## src/rtl/ctx_pkg.sv

```systemverilog
package ctx_pkg;
  typedef enum logic [2:0] {
    OP_NONE    = 3'd0,
    OP_SETUP   = 3'd1,
    OP_CALL    = 3'd2,
    OP_RET     = 3'd3,
    OP_INTSAVE = 3'd4,
    OP_RFE     = 3'd5
  } ctxOpE;

  typedef enum logic [2:0] {
    ST_IDLE, ST_CHECK, ST_FETCH, ST_SAVE, ST_LOAD, ST_FREE, ST_FIN
  } ctxStateE;

  typedef struct packed {
    logic setup;
    logic capture;
    logic capPc;
    logic restorePrio;
    logic ldNext;
    logic ldNewLink;
    logic wrHead;
    logic writeRa;
    logic saveWord0;
    logic addrFromLink;
    logic tagUpper;
    logic intPrio;
    logic commitSave;
    logic commitRestore;
  } ctxStrobeT;
endpackage

```

## src/rtl/ctx_ctrl.sv

```systemverilog
module ctx_ctrl
  import ctx_pkg::*;
#(
  parameter int WORDS   = 16,
  parameter int RA_SLOT = 3,
  localparam int IDX_W  = $clog2(WORDS)
) (
  input  logic             clk,
  input  logic             rst,
  input  logic             cmdValid,
  input  ctxOpE            cmdOp,
  input  logic             headZero,
  input  logic             linkZero,
  input  logic             linkTag,
  input  logic             memAck,
  output ctxStrobeT        st,
  output logic [IDX_W-1:0] wordIdx,
  output logic             busy,
  output logic             done,
  output logic             memReq,
  output logic             memWe,
  output logic             rfUpper,
  output logic             rfWe,
  output logic [IDX_W-1:0] rfSlot,
  output logic             errUnder,
  output logic             errNoCtx,
  output logic             errType
);
  ctxStateE stateQ, nxtState;
  ctxOpE    opQ;
  logic [IDX_W-1:0] idxQ;
  logic errUnderQ, errNoCtxQ, errTypeQ;
  logic isSave, lastIdx, aborted, cmdWork;

  assign isSave  = (opQ == OP_CALL) || (opQ == OP_INTSAVE);
  assign lastIdx = (idxQ == IDX_W'(WORDS - 1));
  assign aborted = errUnderQ | errNoCtxQ | errTypeQ;
  assign cmdWork = (cmdOp == OP_CALL) || (cmdOp == OP_RET) ||
                   (cmdOp == OP_INTSAVE) || (cmdOp == OP_RFE);

  always_comb begin
    st       = '0;
    nxtState = stateQ;
    memReq   = 1'b0;
    memWe    = 1'b0;
    rfWe     = 1'b0;
    rfSlot   = idxQ;
    done     = 1'b0;
    st.addrFromLink = (stateQ == ST_LOAD) || (stateQ == ST_FREE);
    st.tagUpper     = (opQ == OP_CALL);
    case (stateQ)
      ST_IDLE: begin
        if (cmdValid) begin
          if (cmdOp == OP_SETUP) begin
            st.setup = 1'b1;
          end else if (cmdWork) begin
            st.capture = 1'b1;
            nxtState   = ST_CHECK;
          end
        end
      end
      ST_CHECK: begin
        if (isSave) begin
          nxtState = headZero ? ST_FIN : ST_FETCH;
        end else if (linkZero || !linkTag) begin
          nxtState = ST_FIN;
        end else begin
          st.capPc       = 1'b1;
          rfSlot         = IDX_W'(RA_SLOT);
          st.restorePrio = (opQ == OP_RFE);
          nxtState       = ST_LOAD;
        end
      end
      ST_FETCH: begin
        memReq = 1'b1;
        if (memAck) begin
          st.ldNext = 1'b1;
          nxtState  = ST_SAVE;
        end
      end
      ST_SAVE: begin
        memReq       = 1'b1;
        memWe        = 1'b1;
        st.saveWord0 = (idxQ == '0);
        if (memAck && lastIdx) nxtState = ST_FIN;
      end
      ST_LOAD: begin
        memReq = 1'b1;
        if (memAck) begin
          if (idxQ == '0) st.ldNewLink = 1'b1;
          else            rfWe         = 1'b1;
          if (lastIdx) nxtState = ST_FREE;
        end
      end
      ST_FREE: begin
        memReq    = 1'b1;
        memWe     = 1'b1;
        st.wrHead = 1'b1;
        if (memAck) nxtState = ST_FIN;
      end
      ST_FIN: begin
        done     = 1'b1;
        nxtState = ST_IDLE;
        if (!aborted) begin
          st.commitSave    = isSave;
          st.commitRestore = !isSave;
          st.intPrio       = (opQ == OP_INTSAVE);
          if (opQ == OP_CALL) begin
            st.writeRa = 1'b1;
            rfWe       = 1'b1;
            rfSlot     = IDX_W'(RA_SLOT);
          end
        end
      end
      default: nxtState = ST_IDLE;
    endcase
  end

  always_ff @(posedge clk) begin
    if (rst) begin
      stateQ    <= ST_IDLE;
      opQ       <= OP_NONE;
      idxQ      <= '0;
      errUnderQ <= 1'b0;
      errNoCtxQ <= 1'b0;
      errTypeQ  <= 1'b0;
    end else begin
      stateQ <= nxtState;
      if (st.capture) begin
        opQ       <= cmdOp;
        idxQ      <= '0;
        errUnderQ <= 1'b0;
        errNoCtxQ <= 1'b0;
        errTypeQ  <= 1'b0;
      end
      if (stateQ == ST_CHECK) begin
        errUnderQ <= isSave & headZero;
        errNoCtxQ <= !isSave & linkZero;
        errTypeQ  <= !isSave & !linkTag;
      end
      if (memAck && ((stateQ == ST_SAVE) || (stateQ == ST_LOAD))) begin
        idxQ <= lastIdx ? '0 : idxQ + 1'b1;
      end
    end
  end

  assign wordIdx  = idxQ;
  assign busy     = (stateQ != ST_IDLE);
  assign rfUpper  = (opQ != OP_INTSAVE);
  assign errUnder = done & errUnderQ;
  assign errNoCtx = done & errNoCtxQ;
  assign errType  = done & errTypeQ;

  AST_FETCH_HEAD_NONZERO: assert property (@(posedge clk) disable iff (rst)
    (stateQ == ST_FETCH) |-> !headZero);
  AST_LOAD_LINK_VALID: assert property (@(posedge clk) disable iff (rst)
    (stateQ == ST_LOAD) |-> (!linkZero && linkTag));
  AST_DONE_SINGLE: assert property (@(posedge clk) disable iff (rst)
    done |=> !done);
endmodule

```

## src/rtl/ctx_dp.sv

```systemverilog
module ctx_dp
  import ctx_pkg::*;
#(
  parameter int DATA_W = 32,
  parameter int LINK_W = 20,
  parameter int OFF_W  = 16,
  parameter int PRIO_W = 8,
  parameter int IDX_W  = 4,
  localparam int GAP_W = DATA_W - LINK_W - IDX_W - 2,
  localparam int IE_B  = DATA_W - PRIO_W - 1,
  localparam int TAG_B = IE_B - 1
) (
  input  logic              clk,
  input  logic              rst,
  input  ctxStrobeT         st,
  input  logic [IDX_W-1:0]  wordIdx,
  input  logic [DATA_W-1:0] cfgHead,
  input  logic [DATA_W-1:0] cfgLink,
  input  logic [DATA_W-1:0] cfgLimit,
  input  logic [PRIO_W-1:0] curPrio,
  input  logic              curIe,
  input  logic [PRIO_W-1:0] cmdPrio,
  input  logic [DATA_W-1:0] cmdPc,
  input  logic [DATA_W-1:0] memRdata,
  input  logic [DATA_W-1:0] rfRdata,
  output logic [DATA_W-1:0] headOut,
  output logic [DATA_W-1:0] linkOut,
  output logic [DATA_W-1:0] retPc,
  output logic [DATA_W-1:0] memAddr,
  output logic [DATA_W-1:0] memWdata,
  output logic [DATA_W-1:0] rfWdata,
  output logic              prioLoad,
  output logic [PRIO_W-1:0] prioNew,
  output logic              ieNew,
  output logic              headZero,
  output logic              linkZero,
  output logic              linkTag,
  output logic              limitHit
);
  logic [DATA_W-1:0] headQ, linkQ, limitQ, newLinkQ, pcQ, nextPcQ;
  logic [LINK_W-1:0] nextQ, base;
  logic [PRIO_W-1:0] prioQ, argPrioQ;
  logic              ieQ;

  always_ff @(posedge clk) begin
    if (rst) begin
      headQ    <= '0;
      linkQ    <= '0;
      limitQ   <= '0;
      newLinkQ <= '0;
      pcQ      <= '0;
      nextPcQ  <= '0;
      nextQ    <= '0;
      prioQ    <= '0;
      argPrioQ <= '0;
      ieQ      <= 1'b0;
    end else begin
      if (st.setup) begin
        headQ  <= cfgHead;
        linkQ  <= cfgLink;
        limitQ <= cfgLimit;
      end
      if (st.capture) begin
        prioQ    <= curPrio;
        ieQ      <= curIe;
        argPrioQ <= cmdPrio;
        nextPcQ  <= cmdPc;
      end
      if (st.capPc)     pcQ      <= {rfRdata[DATA_W-1:1], 1'b0};
      if (st.ldNext)    nextQ    <= memRdata[LINK_W-1:0];
      if (st.ldNewLink) newLinkQ <= memRdata;
      if (st.commitSave) begin
        linkQ <= {prioQ, ieQ, st.tagUpper, linkQ[TAG_B-1:LINK_W], headQ[LINK_W-1:0]};
        headQ[LINK_W-1:0] <= nextQ;
      end
      if (st.commitRestore) begin
        headQ[LINK_W-1:0] <= linkQ[LINK_W-1:0];
        linkQ             <= newLinkQ;
      end
    end
  end

  assign base     = st.addrFromLink ? linkQ[LINK_W-1:0] : headQ[LINK_W-1:0];
  assign memAddr  = {base[LINK_W-1:OFF_W], {GAP_W{1'b0}}, base[OFF_W-1:0], wordIdx, 2'b00};
  assign memWdata = st.wrHead ? headQ : (st.saveWord0 ? linkQ : rfRdata);
  assign rfWdata  = st.writeRa ? nextPcQ : memRdata;
  assign prioLoad = st.restorePrio | st.intPrio;
  assign prioNew  = st.restorePrio ? linkQ[DATA_W-1 -: PRIO_W] : argPrioQ;
  assign ieNew    = st.restorePrio ? linkQ[IE_B] : 1'b1;
  assign headZero = (headQ[LINK_W-1:0] == '0);
  assign linkZero = (linkQ[LINK_W-1:0] == '0);
  assign linkTag  = linkQ[TAG_B];
  assign limitHit = (headQ[LINK_W-1:0] == limitQ[LINK_W-1:0]);
  assign headOut  = headQ;
  assign linkOut  = linkQ;
  assign retPc    = pcQ;

  AST_HEAD_UPPER_KEEP: assert property (@(posedge clk) disable iff (rst)
    !st.setup |=> $stable(headQ[DATA_W-1:LINK_W]));
endmodule

```

## src/rtl/ctx_engine.sv

```systemverilog
module ctx_engine
  import ctx_pkg::*;
#(
  parameter int DATA_W  = 32,
  parameter int LINK_W  = 20,
  parameter int OFF_W   = 16,
  parameter int PRIO_W  = 8,
  parameter int WORDS   = 16,
  parameter int RA_SLOT = 3,
  localparam int IDX_W  = $clog2(WORDS)
) (
  input  logic              clk,
  input  logic              rst,
  input  logic              cmdValid,
  input  logic [2:0]        cmdOp,
  input  logic [DATA_W-1:0] cmdPc,
  input  logic [PRIO_W-1:0] cmdPrio,
  input  logic [DATA_W-1:0] cfgHead,
  input  logic [DATA_W-1:0] cfgLink,
  input  logic [DATA_W-1:0] cfgLimit,
  input  logic [PRIO_W-1:0] curPrio,
  input  logic              curIe,
  output logic              busy,
  output logic              done,
  output logic              errUnderflow,
  output logic              errDepleted,
  output logic              errNoCtx,
  output logic              errType,
  output logic [DATA_W-1:0] retPc,
  output logic [DATA_W-1:0] headOut,
  output logic [DATA_W-1:0] linkOut,
  output logic              memReq,
  output logic              memWe,
  output logic [DATA_W-1:0] memAddr,
  output logic [DATA_W-1:0] memWdata,
  input  logic              memAck,
  input  logic [DATA_W-1:0] memRdata,
  output logic              rfUpper,
  output logic [IDX_W-1:0]  rfSlot,
  input  logic [DATA_W-1:0] rfRdata,
  output logic              rfWe,
  output logic [DATA_W-1:0] rfWdata,
  output logic              prioLoad,
  output logic [PRIO_W-1:0] prioNew,
  output logic              ieNew
);
  ctxStrobeT        st;
  logic [IDX_W-1:0] wordIdx;
  logic headZero, linkZero, linkTag, limitHit;

  ctx_ctrl #(.WORDS(WORDS), .RA_SLOT(RA_SLOT)) u_ctrl (
    .clk(clk), .rst(rst), .cmdValid(cmdValid), .cmdOp(ctxOpE'(cmdOp)),
    .headZero(headZero), .linkZero(linkZero), .linkTag(linkTag), .memAck(memAck),
    .st(st), .wordIdx(wordIdx), .busy(busy), .done(done),
    .memReq(memReq), .memWe(memWe), .rfUpper(rfUpper), .rfWe(rfWe), .rfSlot(rfSlot),
    .errUnder(errUnderflow), .errNoCtx(errNoCtx), .errType(errType)
  );

  ctx_dp #(.DATA_W(DATA_W), .LINK_W(LINK_W), .OFF_W(OFF_W), .PRIO_W(PRIO_W),
           .IDX_W(IDX_W)) u_dp (
    .clk(clk), .rst(rst), .st(st), .wordIdx(wordIdx),
    .cfgHead(cfgHead), .cfgLink(cfgLink), .cfgLimit(cfgLimit),
    .curPrio(curPrio), .curIe(curIe), .cmdPrio(cmdPrio), .cmdPc(cmdPc),
    .memRdata(memRdata), .rfRdata(rfRdata),
    .headOut(headOut), .linkOut(linkOut), .retPc(retPc),
    .memAddr(memAddr), .memWdata(memWdata), .rfWdata(rfWdata),
    .prioLoad(prioLoad), .prioNew(prioNew), .ieNew(ieNew),
    .headZero(headZero), .linkZero(linkZero), .linkTag(linkTag), .limitHit(limitHit)
  );

  assign errDepleted = st.commitSave & limitHit;

  AST_REQ_HOLD: assert property (@(posedge clk) disable iff (rst)
    (memReq && !memAck) |=> (memReq && $stable(memAddr) && $stable(memWe)));
  AST_DEPLETE_WITH_DONE: assert property (@(posedge clk) disable iff (rst)
    errDepleted |-> done);
endmodule

```

## config.mk

```make
export PLATFORM = sky130hd
export DESIGN_NAME = ctx_engine
export DESIGN_NICKNAME = d
export VERILOG_FILES = /design/src/rtl/ctx_pkg.sv /design/src/rtl/ctx_ctrl.sv /design/src/rtl/ctx_dp.sv /design/src/rtl/ctx_engine.sv
export SDC_FILE = /design/constraint.sdc
export NUM_CORES = 1
export LEC_CHECK = 0
export ABC_CLOCK_PERIOD_IN_PS = 1900
export CORE_ASPECT_RATIO = 0.75
export CORE_MARGIN = 2
export CORE_UTILIZATION = 40
export DETAILED_ROUTE_END_ITERATION = 10
export PLACE_DENSITY = 0.77
export SLEW_MARGIN = 20
export SYNTH_ARGS = -nofsm -noshare
export SYNTH_HDL_FRONTEND = slang
export SYNTH_SLANG_ARGS = --single-unit
```

## constraint.sdc

```tcl
create_clock -name clk -period 1.9 [get_ports clk]
set_input_delay 0.38 -clock clk [delete_from_list [all_inputs] [get_ports clk]]
set_output_delay 0.38 -clock clk [all_outputs]
set_load 0.03 [all_outputs]
```

==> flow_summary.json, run 1 <==
{
  "power.density_nw_per_um2": 919,
  "final_nets": 2199,
  "hp-class": "input port to flop",
  "cts_made_buffers": 25,
  "tritoncts": "built",
  "p_leak_uw": 0.00817,
  "setup-violations-final": 172,
  "yosysWarningCount": 0,
  "core_um2": 28100,
  "rsz0062_at_grt": "true",
  "insertion_delay_ps": 530,
  "violations": "negative setup slack",
  "antenna_left": 0,
  "htree_levels": 1,
  "grt_remaining_overflow": 0,
  "clkSlewWorstSetupHoldPaths_ps": 60,
  "synth.distinct_cells": 62,
  "hold_violations": 0,
  "ff_latch_area_um2": 4630,
  "worst_clock_skew_ps": 9.59,
  "io_pins": 432,
  "power_frac_seq_pct": 30.2,
  "initial_utilization_pct": 40.8,
  "track_usage_pct": 31.6,
  "vdd_drop_max_mv": 0.772,
  "rows": 53,
  "slowest_delay_ps": 350,
  "intPower_uw": 12000,
  "p_clk_share_pct": 28.5,
  "startpoint": "u_dp.linkOut[7]$_SDFFE_PP0P_",
  "post-route-min-period_ps": 2820,
  "endpoint_kind": "primary output",
  "avgSynthCellArea_um2": 8.05,
  "wl_mm": 54.4,
  "drive_above_1_share_pct": 32.6,
  "place.gp.congestion": 0.934,
  "reg2regPathDepth": 8,
  "maxSlewHeadroom_pct": 47.8,
  "crit_arrival_ps": 2440,
  "antenna_found_initial": 9,
  "finalNonFillerCells": 2392,
  "fillCellCount": 2006,
  "worstSetupPathType": "flop to primary output",
  "wl_per_cell_um": 22.7,
  "synth_cells": 1425,
  "die-area_um2": 30100,
  "holdPathStages": 2,
  "fin_setup_tns_ps": -85360,
  "grt_pass1_wl_mm": 73.1,
  "status": "finished, violations left",
  "drt-vias-per-instance": 5.72,
  "grt_max_degree": 101,
  "swShare_pct": 35.2,
  "ys_seq_area_share_pct": 40.0,
  "drc": 0,
  "r2r_setup_slack_ps": -260,
  "r2r-end": "u_dp.retPc[17]$_SDFFE_PP0P_",
  "critPathMaxFanout": 8,
  "dpl.cell_count": 2272,
  "clkSinkCount": 229,
  "root_buffer": "clkbuf_16",
  "synth_seq_cells": 229,
  "fin_crit_sh_pct": 148,
  "dpl.hpwl_mm": 35.6,
  "crit_path_cell_trace": "nor4_4 -> nand4_1 -> o21ai_4 -> buf_12 -> mux2_4 -> buf_6",
  "area.growth.synth_to_final_pct": 75.8,
  "port_buffers": 410,
  "cap_violations": 0,
  "synthFlopType": "dfxtp_1",
  "crit_end": "prioNew[2]",
  "pwr-share-comb_pct": 41.3,
  "die_x_um": 200,
  "slew_viol_final": 0,
  "tightest_slew_ps": 776,
  "clk_path_buf_depth": 3,
  "synth_edf_count": 0,
  "setup_ws_ps": -921,
  "worstPathRequired_ps": 1520,
  "start_kind": "flop",
  "r2r-start": "u_ctrl.stateQ[2]$_SDFFE_PP0P_",
  "p_switching_uw": 6530,
  "fmax_mhz": 355,
  "slowest_stage": "nor4_4",
  "first_pass_iters": 6,
  "postSynth.asyncResetShare_pct": 0,
  "holdWs_ps": 131,
  "grt_pass1_vias": 12400,
  "multiInputGateArea_um2": 7390,
  "drt_iter0_markers": 1391,
  "routed-via-count": 13700,
  "die_h_um": 151,
  "syn_area_um2": 11500
}
-- worst max-delay path: cells and delay by family (launching register included) --
kind | cells | cell delay (ps)
DFF | 1 | 340
and+or+nand+nor | 2 | 700
muxes | 1 | 310
AOI/OAI and AO/OA | 1 | 260
buffers and inverters | 2 | 300
-- cell families after synthesis --
family	count (synthesis)	synth area share, %
fa+ha+maj	2	0.218
mux	123	11.7
xor+xnor	23	1.82
compound gates	307	16.8
flops	229	40.0
other cells	1	0.0327
simple gates	604	23.8
buf+inv	136	5.69
-- worst min path at each step --
stage                                          endpoint                        from
final                     u_dp.argPrioQ[7]$_SDFFE_PP0P_                         rst
after global routing      u_ctrl.stateQ[0]$_SDFFE_PP0P_                         rst
after CTS                 u_ctrl.stateQ[0]$_SDFFE_PP0P_                         rst
after detailed placement     u_dp.prioQ[5]$_SDFFE_PP0P_  u_dp.prioQ[5]$_SDFFE_PP0P_
after global placement       u_dp.prioQ[6]$_SDFFE_PP0P_  u_dp.prioQ[6]$_SDFFE_PP0P_
after floorplan                   u_dp.ieQ$_SDFFE_PP0P_       u_dp.ieQ$_SDFFE_PP0P_
-- repair_timing --
item | CTS | global route
hold buffers | 0 | 0
cloned | 5 | 6
gates resized for setup | 529 | 224
setup buffers | 34 | 33
pin swaps | 29 | 29
endpoints found under the setup margin | 282 | 274
-- synth_stat cells, types with 5 or more instances --
master / n / area [um2]
a211oi_1: 52 / 390
a21oi_1: 176 / 881
a311oi_1: 49 / 429
and2_1: 9 / 56.3
buf_2: 21 / 105
buf_4: 21 / 158
buf_6: 5 / 56.3
clkbuf_1: 83 / 312
dfxtp_1: 229 / 4580
mux2_2: 51 / 574
mux2_4: 9 / 135
mux2i_1: 63 / 631
nand2_1: 438 / 1640
nand3_1: 9 / 45.0
nor2_1: 40 / 150
nor3b_1: 53 / 398
nor4_1: 12 / 75.1
o211ai_1: 6 / 45.0
o21ai_0: 8 / 40.0
xor2_1: 18 / 158
-- sequential cells by signal, summed over array words and instances (netlist names) --
register and flops:
u_dp.nextQ 20, u_dp.newLinkQ 32, u_ctrl.errNoCtxQ 1, u_ctrl.errUnderQ 1
u_dp.limitQ 20, u_ctrl.errTypeQ 1, u_dp.headOut 32, u_dp.linkOut 32
u_dp.nextPcQ 32, u_dp.retPc 31, u_ctrl.stateQ 3, u_ctrl.wordIdx 4
u_dp.argPrioQ 8, u_dp.prioQ 8, u_dp.ieQ 1, u_ctrl.opQ 3
-- metal layers --
metal / track usage, % / part of all wire [%]
met2: 48.9 / 44
met3: 6.25 / 11
met1: 42.8 / 40
met4: 13.4 / 5.2
met5: 0 / 0
-- through the flow --
| step | instance area (um2) | total power (uW) | utilization, % | worst slack [ps] |
|---|---|---|---|---|
| after floorplan | 11900 | 8820 | - | -158 |
| after global placement | 17300 | 11400 | 61.4 | -629 |
| after detailed placement | 17300 | 11600 | 61.4 | -666 |
| after CTS | 19100 | 17500 | 67.8 | -842 |
| after global routing | 20200 | 19100 | 71.7 | -957 |
| final | 20200 | 18500 | 71.7 | -921 |
-- power groups by stage --
stage / clock (uW) / combinational (uW) / sequential, uW
3_3_place_gp: 0 / 5830 / 5610
5_1_grt: 5490 / 7980 / 5630
6_report: 5280 / 7650 / 5600
4_1_cts: 5300 / 6610 / 5550
3_5_place_dp: 0 / 5920 / 5640
2_1_floorplan: 0 / 3030 / 5790
-- cells in the final DEF, fill, tap and decap left out, types with 11 or more instances in the layout --
cell,n
buf_4,163
dfxtp_2,19
clkdlybuf4s50_1,202
a21oi_1,141
mux2i_1,37
clkbuf_16,30
a311oi_1,27
nor2_1,40
dlygate4sd2_1,81
buf_8,13
nand2_1,431
a311oi_2,22
nor3b_1,45
mux2i_4,15
dfxtp_1,204
mux2_4,59
buf_6,128
a211oi_2,15
buf_12,35
mux2i_2,11
xor2_1,17
a211oi_1,33
a21oi_2,35
-- final cells by class --
| type | count | area share (%) |
|---|---|---|
| diodes | 9 | 0.112 |
| clock buffers | 29 | 3.28 |
| clock inverters | 15 | 1.07 |
| inverters | 5 | 0.130 |
| multi-input cells | 1068 | 36.7 |
| flip-flops and latches | 229 | 23.0 |
| well taps | 385 | 2.39 |
| repair buffers | 652 | 33.4 |
(Power assumes the default switching activity.)
==> inputs of run 2 (changes only) <==
CORE_MARGIN = not set   (was 2)
==> flow_summary.json, run 2 (synthesized netlist as in run 1, its figures left out) <==
{
  "final_nets": 2217,
  "drive_above_1_share_pct": 38.6,
  "fin_crit_sh_pct": 146,
  "wl_mm": 57.5,
  "grt_max_degree": 102,
  "hp-class": "input port to flop",
  "wl_per_cell_um": 23.9,
  "fillCellCount": 1784,
  "met3WireLength_mm": 5.70,
  "cts_hold_buf": 0,
  "final_cell_mix": "359 x nand2_1, 244 x clkdlybuf4s50_1, 204 x dfxtp_1",
  "worst_clock_skew_ps": 6.17,
  "antenna_left": 0,
  "holdPathStages": 2,
  "clkSlewWorstSetupHoldPaths_ps": 60,
  "top_layer": "met5",
  "hp-start": "rst",
  "r2r-end": "u_dp.headOut[17]$_SDFFE_PP0P_",
  "grt_pass1_vias": 12100,
  "dpl.hpwl_mm": 35.1,
  "insertion_delay_ps": 530,
  "maxSlewHeadroom_pct": 53.2,
  "rsz0062_at_grt": "true",
  "first_pass_iters": 5,
  "tightest_slew_ps": 700,
  "drt-met1-wl_mm": 23.0,
  "crit_arrival_ps": 2400,
  "final_cell_area_um2": 21300,
  "drt_iter0_markers": 1196,
  "die_h_um": 149,
  "initial_utilization_pct": 40.8,
  "critPathMaxFanout": 4,
  "port_buffers": 410,
  "grt_remaining_overflow": 0,
  "final_common_cell": "nand2_1",
  "r2r_setup_slack_ps": -220,
  "core_um2": 28100,
  "power.density_nw_per_um2": 899,
  "min_to": "u_dp.argPrioQ[6]$_SDFFE_PP0P_",
  "fmax_mhz": 359,
  "worstPathRequired_ps": 1520,
  "endpoint_kind": "primary output",
  "cts_made_buffers": 25,
  "violations": "negative setup slack",
  "vdd_drop_max_mv": 0.706,
  "drc": 0,
  "antenna_found_initial": 10,
  "place.gp.congestion": 0.939,
  "p_leak_uw": 0.00874,
  "io_pins": 432,
  "ff_latch_area_um2": 4630,
  "status": "finished, violations left",
  "die_x_um": 198,
  "routed-via-count": 14000,
  "post-route-min-period_ps": 2780,
  "startpoint": "u_ctrl.stateQ[1]$_SDFFE_PP0P_",
  "worstSetupPathType": "flop to primary output",
  "drt-vias-per-instance": 5.82,
  "die-area_um2": 29400,
  "clk_path_buf_depth": 3,
  "reg2regPathDepth": 10,
  "area.growth.synth_to_final_pct": 86.0,
  "setup-violations-final": 326,
  "setup_ws_ps": -882,
  "slew_viol_final": 0,
  "cap_violations": 0,
  "r2r-start": "u_ctrl.stateQ[1]$_SDFFE_PP0P_",
  "grt_pass1_wl_mm": 70.9,
  "start_kind": "flop",
  "root_buffer": "clkbuf_16",
  "multiInputGateArea_um2": 8070,
  "track_usage_pct": 31.3,
  "placed_area_um2": 17400,
  "tritoncts": "built",
  "total_power_uw": 19200,
  "clkSinkCount": 229,
  "rows": 53,
  "htree_levels": 1,
  "hold_violations": 0,
  "dr_wl_met2_mm": 26.4
}
-- run 2: worst max-delay path: stages (launching register included) --
cell and delay [ps]:
dfxtp_2 330, buf_6 120, buf_8 120, and3b_4 170, and2_4 170, buf_12 130, buf_16 130, buf_12 120
mux2i_4 180, a21oi_2 220, buf_6 160
-- run 2: how the worst max path moves through the flow --
stage / slack (ps) / depth (start not counted) / to
2_1_floorplan: -160 / 8 / memWdata[14]
3_5_place_dp: -690 / 6 / prioNew[6]
6_report: -880 / 10 / memWdata[29]
3_3_place_gp: -650 / 6 / prioNew[4]
5_1_grt: -930 / 10 / memWdata[29]
4_1_cts: -840 / 8 / rfWdata[9]
-- run 2: per-stage QoR --
stage / setup TNS [ps] / worst slack [ps] / hold slack, ps / utilization [%] / std cells
after floorplan: -9510 / -158 / 432 / - / 1433
after global routing: -110840 / -933 / 58.8 / 75.9 / 2410
after detailed placement: -57250 / -694 / 442 / 61.8 / 2274
final: -94360 / -882 / 54.8 / 75.9 / 2410
after global placement: -50450 / -647 / 438 / 61.8 / 2274
after CTS: -88960 / -839 / 51.9 / 67.4 / 2347
-- run 2: routing by layer --
layer / track usage, % / vias up
met3: 6.69 / 190
li1: - / 6119
met2: 48.7 / 935
met5: 0 / -
met1: 43.3 / 6776
met4: 9.19 / 2
-- run 2: layout make-up --
| cell class | instances | area share (%) |
|---|---|---|
| tap | 385 | 2.26 |
| sequential | 229 | 21.7 |
| multi-input combinational | 1069 | 37.8 |
| antenna | 8 | 0.0938 |
| clock buffer | 34 | 3.18 |
| clock inverter | 11 | 0.745 |
| timing repair buffer | 669 | 34.1 |
| inverter | 5 | 0.111 |
-- run 2: timing repair --
| action | CTS | global route |
|---|---|---|
| setup buffers | 28 | 34 |
| pin swaps | 15 | 84 |
| endpoints found under the setup margin | 244 | 342 |
| resized for setup | 437 | 459 |
| cloned | 2 | 24 |
-- run 2: where the power goes --
part           internal, uW  total [uW]  switching (uW)
registers              5230        5590             360
logic                  4000        8440            4440
clock network          3050        5160            2110
total                 12300       19200            6910
